**src/rtl/dac_fe_pkg.sv**
```systemverilog
package dac_fe_pkg;

    localparam int DEF_CHANNELS = 4;
    localparam int DEF_WIDTH    = 12;
    localparam int DEF_NIBBLE   = 4;

    typedef enum logic [1:0] {
        OUT_HOLD  = 2'd0,
        OUT_CLEAR = 2'd1,
        OUT_LOAD  = 2'd2
    } out_op_e;

    // Clear outranks transfer whenever the output stage is open.
    function automatic out_op_e decode_out_op(input logic wr2_n,
                                              input logic xfer_n,
                                              input logic clr_n);
        out_op_e op;
        op = OUT_HOLD;
        if (!wr2_n) begin
            if (!clr_n) begin
                op = OUT_CLEAR;
            end else if (!xfer_n) begin
                op = OUT_LOAD;
            end
        end
        return op;
    endfunction

endpackage

```
**src/rtl/dac_stage_bank.sv**
```systemverilog
module dac_stage_bank #(
    parameter int CHANNELS = dac_fe_pkg::DEF_CHANNELS,
    parameter int WIDTH    = dac_fe_pkg::DEF_WIDTH,
    parameter int NIBBLE   = dac_fe_pkg::DEF_NIBBLE,
    localparam int ABITS   = (CHANNELS > 1) ? $clog2(CHANNELS) : 1
) (
    input  logic                             clk,
    input  logic                             rst_n,
    input  logic                             cs_n,
    input  logic                             wr1_n,
    input  logic                             full_word,
    input  logic [ABITS-1:0]                 chan_addr,
    input  logic [WIDTH-1:0]                 bus_data,
    output logic [CHANNELS-1:0][WIDTH-1:0]   stage_d
);

    localparam logic [WIDTH-1:0] MID = WIDTH'(1) << (WIDTH - 1);

    typedef struct packed {
        logic [CHANNELS-1:0][WIDTH-1:0] regs;
    } stage_t;

    stage_t st_d, st_q;
    logic   write_en;

    assign write_en = !cs_n && !wr1_n;

    always_comb begin
        st_d = st_q;
        for (int i = 0; i < CHANNELS; i++) begin
            if (write_en && (chan_addr == ABITS'(i))) begin
                if (full_word) begin
                    st_d.regs[i] = bus_data;
                end else begin
                    st_d.regs[i][NIBBLE-1:0] = bus_data[WIDTH-1:WIDTH-NIBBLE];
                end
            end
        end
    end

    always_ff @(posedge clk or negedge rst_n) begin
        if (!rst_n) begin
            st_q.regs <= {CHANNELS{MID}};
        end else begin
            st_q <= st_d;
        end
    end

    assign stage_d = st_d.regs;

    // no write enable, no staging change
    a_r2_stage_hold: assert property (@(posedge clk) disable iff (!rst_n)
        !(!cs_n && !wr1_n) |=> $stable(st_q));

    for (genvar g = 0; g < CHANNELS; g++) begin : g_chk
        // a write aimed elsewhere leaves this channel alone
        a_r1_other_chan: assert property (@(posedge clk) disable iff (!rst_n)
            (!cs_n && !wr1_n && chan_addr != ABITS'(g)) |=> $stable(st_q.regs[g]));
        // whole-word write
        a_r4_full_word: assert property (@(posedge clk) disable iff (!rst_n)
            (!cs_n && !wr1_n && full_word && chan_addr == ABITS'(g))
            |=> st_q.regs[g] == $past(bus_data));
        // nibble write keeps the upper bits
        a_r5_nibble: assert property (@(posedge clk) disable iff (!rst_n)
            (!cs_n && !wr1_n && !full_word && chan_addr == ABITS'(g))
            |=> ($stable(st_q.regs[g][WIDTH-1:NIBBLE]) &&
                 st_q.regs[g][NIBBLE-1:0] == $past(bus_data[WIDTH-1:WIDTH-NIBBLE])));
    end

endmodule

```
**src/rtl/dac_output_bank.sv**
```systemverilog
module dac_output_bank #(
    parameter int CHANNELS = dac_fe_pkg::DEF_CHANNELS,
    parameter int WIDTH    = dac_fe_pkg::DEF_WIDTH
) (
    input  logic                             clk,
    input  logic                             rst_n,
    input  logic                             wr2_n,
    input  logic                             xfer_n,
    input  logic                             clr_n,
    input  logic [CHANNELS-1:0][WIDTH-1:0]   stage_d,
    output logic [CHANNELS-1:0][WIDTH-1:0]   code_q
);

    import dac_fe_pkg::*;

    localparam logic [WIDTH-1:0] MID = WIDTH'(1) << (WIDTH - 1);

    typedef struct packed {
        logic [CHANNELS-1:0][WIDTH-1:0] codes;
    } out_t;

    out_t    o_d, o_q;
    out_op_e op;

    always_comb begin
        op  = decode_out_op(wr2_n, xfer_n, clr_n);
        o_d = o_q;
        case (op)
            OUT_CLEAR: o_d.codes = {CHANNELS{MID}};
            OUT_LOAD:  o_d.codes = stage_d;
            default:   o_d = o_q;
        endcase
    end

    always_ff @(posedge clk or negedge rst_n) begin
        if (!rst_n) begin
            o_q.codes <= {CHANNELS{MID}};
        end else begin
            o_q <= o_d;
        end
    end

    assign code_q = o_q.codes;

    // an open clear gives midscale on every channel
    a_r7_clear_mid: assert property (@(posedge clk) disable iff (!rst_n)
        (!wr2_n && !clr_n) |=> code_q == {CHANNELS{MID}});

    // transfer copies the staging values
    a_r6_group_load: assert property (@(posedge clk) disable iff (!rst_n)
        (!wr2_n && !xfer_n && clr_n) |=> code_q == $past(stage_d));

    // a closed output stage holds
    a_r12_out_hold: assert property (@(posedge clk) disable iff (!rst_n)
        (wr2_n || (xfer_n && clr_n)) |=> $stable(code_q));

endmodule

```
**src/rtl/quad_dac_frontend.sv**
```systemverilog
module quad_dac_frontend #(
    parameter int CHANNELS = dac_fe_pkg::DEF_CHANNELS,
    parameter int WIDTH    = dac_fe_pkg::DEF_WIDTH,
    parameter int NIBBLE   = dac_fe_pkg::DEF_NIBBLE,
    localparam int ABITS   = (CHANNELS > 1) ? $clog2(CHANNELS) : 1
) (
    input  logic                        clk,
    input  logic                        rst_n,
    input  logic [WIDTH-1:0]            bus_data,
    input  logic [ABITS-1:0]            chan_addr,
    input  logic                        cs_n,
    input  logic                        wr1_n,
    input  logic                        full_word,
    input  logic                        wr2_n,
    input  logic                        xfer_n,
    input  logic                        clr_n,
    output logic [CHANNELS*WIDTH-1:0]   out_codes
);

    logic [CHANNELS-1:0][WIDTH-1:0] stage_next;
    logic [CHANNELS-1:0][WIDTH-1:0] codes;

    dac_stage_bank #(
        .CHANNELS (CHANNELS),
        .WIDTH    (WIDTH),
        .NIBBLE   (NIBBLE)
    ) u_stage (
        .clk       (clk),
        .rst_n     (rst_n),
        .cs_n      (cs_n),
        .wr1_n     (wr1_n),
        .full_word (full_word),
        .chan_addr (chan_addr),
        .bus_data  (bus_data),
        .stage_d   (stage_next)
    );

    dac_output_bank #(
        .CHANNELS (CHANNELS),
        .WIDTH    (WIDTH)
    ) u_out (
        .clk     (clk),
        .rst_n   (rst_n),
        .wr2_n   (wr2_n),
        .xfer_n  (xfer_n),
        .clr_n   (clr_n),
        .stage_d (stage_next),
        .code_q  (codes)
    );

    assign out_codes = codes;

endmodule

```
**config.mk**
```make
export PLATFORM = sky130hd
export DESIGN_NAME = quad_dac_frontend
export DESIGN_NICKNAME = d
export VERILOG_FILES = /design/src/rtl/dac_fe_pkg.sv /design/src/rtl/dac_stage_bank.sv /design/src/rtl/dac_output_bank.sv /design/src/rtl/quad_dac_frontend.sv
export SDC_FILE = /design/constraint.sdc
export NUM_CORES = 1
export LEC_CHECK = 0
export BUFFER_PORTS_ARGS = -buffer_cell sky130_fd_sc_hd__buf_2
export CAP_MARGIN = 40
export CORE_AREA = 2 2 99 101
export CTS_BUF_LIST = sky130_fd_sc_hd__clkbuf_2 sky130_fd_sc_hd__clkbuf_4 sky130_fd_sc_hd__clkbuf_8
export CTS_CLUSTER_DIAMETER = 60
export DETAILED_ROUTE_END_ITERATION = 6
export DIE_AREA = 0 0 101 103
export PLACE_DENSITY = 0.64
export SETUP_SLACK_MARGIN = 0.05
export SLEW_MARGIN = 20
export SYNTH_ARGS = -nofsm -noshare
export SYNTH_HDL_FRONTEND = slang
export SYNTH_SLANG_ARGS = --single-unit
```
**constraint.sdc**
```tcl
create_clock -name clk -period 1.02 [get_ports clk]
set_input_delay 0.153 -clock clk [delete_from_list [all_inputs] [get_ports clk]]
set_output_delay 0.153 -clock clk [all_outputs]
set_load 0.02 [all_outputs]
```
### Yosys cells after proc, flatten, opt, wreduce, memory -nomap -nowiden

Index checks and enable logic that the tools add are counted.

* mux-type cells: 13
* reduce and logical (&&, ||, !) cells: 9
* equal/unequal tests: 5

Operator list (number)
* 48-bit one-hot mux with 2 select lines: 1
* 12-bit two-way mux: 4
* 8-bit two-way mux: 4
* 2-bit equality test, second input constant: 3
* 2-bit two-way mux: 3
* 1-bit logical AND: 5
* 2-bit by 1-bit equality test with 1-bit output, second input constant: 2
* 4-bit two-way mux: 1
* 1-bit logical NOT: 2
* 2-bit logical NOT: 1
* 2-bit nonzero test: 1

* input bits: 22
* word-level logic and storage cells: 35
* bits in registers: 96

### Depth between registers and ports, before layout

* depth in word-level cells: 5
* gate-level depth with buffers: 7
* mapped depth without buffers: 5

### Hierarchy

A second synthesis with hierarchy kept.

* cell total of the unflattened synthesis: 342
* area total of the unflattened synthesis: 3849.9 µm²

By module, submodules not included
* dac_output_bank: area each 1953.1 µm², cells an instance 210, times used 1
* dac_stage_bank: area each 1896.8 µm², cells an instance 132, times used 1

### Worst setup path before layout

No wires, ideal clock.

* path kind: input to register
* start point: input port wr2_n
* end point: register u_out.code_q[41] (netlist name)
* setup slack: -0.763 ns
* data required time: 0.933 ns
* library setup time: 0.087 ns
* cell stages on the path: 7
* buffers on the path: 2
* arrival: 1.696 ns
* path through: or2_2 -> ha_1 -> nor2b_1 -> clkbuf_1 -> clkbuf_1 -> o211ai_1 -> o211ai_1

* longest elaborated chain between the ends: 3
* elaborated cells on any way between the ends: 5

RTL lines
* start, declared: line quad_dac_frontend.sv:14 `input logic wr2_n,`
* 2-bit two-way mux (*): line dac_fe_pkg.sv:19 `if (!wr2_n) begin`
* 2-bit equality test / 2-bit by 1-bit equality test with 1-bit output (equally long branches): line dac_output_bank.sv:28 `case (op)`
* 48-bit one-hot mux with 2 select lines / 2-bit nonzero test (equally long branches)

Every way passes the cells marked *; elsewhere a longest branch is shown, timed or not.
A chain may end at the register's enable or synchronous reset.

### Worst setup path after layout

* start point: input port wr2_n
* end point: register u_out.code_q[4] (netlist name)

* longest elaborated chain between the ends: 3
* elaborated cells on any way between the ends: 5

RTL lines (line)
* 2-bit two-way mux (*): dac_fe_pkg.sv:19
* 2-bit equality test / 2-bit by 1-bit equality test with 1-bit output (equally long branches): dac_output_bank.sv:28
* 48-bit one-hot mux with 2 select lines / 2-bit nonzero test (equally long branches)

Marks and branches as above.

==> results.tsv <==
stage	metric	value	unit
critical_path	slowest_stage	ha_4	
layout	final_cell_mix	dfrtp_1, buf_6, buf_4	
route	drtAntennaViolNets	0	
power	p_int	6630	uW
worst_hold_path	hold_class	input pin to register	
layout	postLayoutCellArea	6780	um^2
timing	finalHoldViolCount	0	
global_routing	grt_pass1_wl	19500	um
floorplan	die_height	103	um
clocking	clock_path_buffers	2	
layout	multi_input_area	2230	um^2
power	p_sw_share	28.7	%
clocking	clock_sinks	96	
synth	synth_top_area_share	53.2	%
synth	synth_top_area_cell	dfrtp_1	
timing	setup-tns-final	-11.23	ns
global_routing	grt_util_all_layers	24.8	%
route	routedWlPerCell	19.5	um
critical_path	startpoint_type	input pin	
synth	syn-num-nets	394	
global_routing	grt_pass1_vias	3655	
floorplan	start_util	43.7	%
layout	nNetsFinal	552	
timing	rsz0062_at_grt	yes	
synth	syn_area_per_cell	11.1	um^2
timing	slew_headroom	76.3	%
critical_path	cp-end-kind	register	
clocking	cts_tree	yes	
placement	port_buffers	69	
synth	syn_area	4140	um^2
floorplan	die_x	101	um
outcome	status	finished with violations	
layout	antenna_cells	0	
route	vias	3629	
synth	yosys-top-cells-area	dfrtp_1, o211ai_1, mux2_2	
layout	seqCellArea	2410	um^2
critical_path	crit_top_cell	buf_12	
synth	ys_types	30	
critical_path	critical_path_class	input pin to register	
timing	max_freq	0.813	GHz
clocking	clk_latency	0.37	ns
synth	ys_ff_latch	96	
route	first_pass_iters	4	
power	peakVddDrop	0.730	mV
synth	yosys_warnings	0	
placement	hpwl	7480	um
critical_path	cp_data_arrival_time	1.51	ns
timing	worstMarginPinSlew	0.346	ns
synth	syn_inst	371	
global_routing	grt_max_degree	29	
route	drc_errors	0	
timing	worst_slack	-0.210	ns
placement	gp_congestion	0.824	
placement	place_area	5200	um^2
power	p_leak	0.00306	uW
timing	slew_violations	0	
critical_path	path_max_fanout	6	
clocking	htree_levels	3	
global_routing	antenna_found_initial	0	
outcome	violations	negative setup slack	
timing	whs	0.140	ns
power	combPwrFrac	23.9	%
timing	setup_violations	123	
timing	fin_crit_sh	121	%
critical_path	crit_chain	buf_6 > nor3b_4 > ha_4 > nor2b_4 > buf_12 > buf_12 > nand2_8 > o211ai_1	
layout	drive_gt1_share	56.7	%
route	drtIter0Drc	181	
layout	mostFrequentLayoutCell	dfrtp_1	
layout	nFillCells	620	
power	power_switching	2660	uW
timing	fin_crit	1.23	ns
route	vias_per_cell	5.60	
layout	area_growth	63.9	%
critical_path	cpPeakStageDelay	0.25	ns
floorplan	core	9460	um^2
clocking	cts_buffers	9	
route	routed_wl	12600	um
power	power_frac_seq	50.4	%
global_routing	overflow	0	
floorplan	ios	70	
critical_path	cp_data_required_time	1.30	ns
floorplan	dieArea	10400	um^2
floorplan	rows	36	
timing	skew	0.00563	ns
power	power_frac_clock	25.7	%
clocking	clkSlewWorstSetupHoldPaths	0.09	ns
power	p_per_area	1370	nW/um^2
synth	seq_area_frac_synth	58.3	%
job	drv_cap	0	
clocking	clock-root-buffer	clkbuf_8	
final cells by class:
cell class | count | share of cell area, %
clock inverter | 3 | 0.221
sequential | 96 | 35.6
multi-input combinational | 244 | 32.9
inverter | 4 | 0.221
clock buffer | 13 | 2.55
tap | 114 | 2.10
timing repair buffer | 174 | 26.5
final timing paths:
path / startpoint / endpoint / slack [ns] / cells past startpoint
min reg2reg: u_out.code_q[47]$_DFFE_PN1P_ / u_out.code_q[47]$_DFFE_PN1P_ / 0.48 / 2
min: bus_data[4] / u_out.code_q[16]$_DFFE_PN0P_ / 0.14 / 3
max: wr2_n / u_out.code_q[4]$_DFFE_PN0P_ / -0.21 / 8
min in group asynchronous: rst_n / u_out.code_q[22]$_DFFE_PN0P_ / 0.23 / 2
max in group asynchronous: rst_n / u_out.code_q[47]$_DFFE_PN1P_ / 0.29 / 3
max reg2reg: u_out.code_q[25]$_DFFE_PN0P_ / u_out.code_q[25]$_DFFE_PN0P_ / 0.03 / 4
per-layer routing:
| metal | share of wire (%) | track usage (%) |
|---|---|---|
| met5 | 0 | 0 |
| met4 | 1.4 | 9.46 |
| met3 | 4.6 | 3.66 |
| met1 | 43 | 33.8 |
| met2 | 51 | 40.7 |
flip-flops by register name, indices dropped and copies added, names as in the netlist:
signal and flops:
u_out.code_q 48, u_stage.st_q 48
power by group through the flow:
stage | logic (uW) | clock network (uW) | registers [uW]
6_report | 2220 | 2390 | 4680
5_1_grt | 2380 | 2580 | 4730
4_1_cts | 2020 | 2460 | 4650
3_5_place_dp | 1530 | 0 | 4690
3_3_place_gp | 1490 | 0 | 4670
2_1_floorplan | 800 | 0 | 4770
cells in the mapped netlist:
cell,number
mux2_2,29
o21ai_0,4
buf_6,3
nand2b_1,2
nor2_1,33
ha_1,1
o211ai_1,56
nor2b_1,1
o31ai_1,16
nor3b_1,1
or3b_1,1
or2_1,3
and2_1,9
dfstp_2,8
inv_1,4
or3_1,1
buf_4,1
mux2_4,3
clkbuf_1,22
nor4bb_1,1
nor4b_1,2
or2_2,2
nor4_1,1
a32oi_1,4
nor3_1,8
buf_2,2
buf_1,1
nand2_1,60
dfrtp_1,88
mux2i_1,4
critical path: cells and delay by family:
kind / cells / cell delay [ns]
adders and majority gates: 1 / 0.25
and+or+nand+nor: 3 / 0.53
buffers and inverters: 3 / 0.39
AOI/OAI and AO/OA: 1 / 0.18
cell families (layout without fill, tap and decap cells):
kind of cell	count (synthesis)	count (layout)	share of synthesized area, %
AO/OA/AOI/OAI	80	80	14.4
AND/OR/NAND/NOR	125	127	13.3
adder cells (fa/ha/maj)	1	1	0.302
flip-flops	96	96	58.3
multiplexers	36	36	9.95
buffers and inverters	33	194	3.69
metrics by stage:
stage | total power [uW] | worst slack [ns] | cells | util [%]
floorplan | 5570 | -0.484 | 371 | -
global placement | 6150 | -0.623 | 581 | 55.0
detailed placement | 6220 | -0.673 | 581 | 55.0
CTS | 9120 | -0.182 | 631 | 68.5
global route | 9690 | -0.256 | 648 | 71.7
finish | 9290 | -0.210 | 648 | 71.7
what timing repair did:
item / CTS / global route
cloned: 8 / 0
hold endpoints to repair: 91 / 0
pin swaps: 36 / 17
gates resized for setup: 185 / 39
setup endpoints to repair: 134 / 137
hold buffers: 1 / 0
buffers inserted: 27 / 18
(Power assumes the default switching activity.)
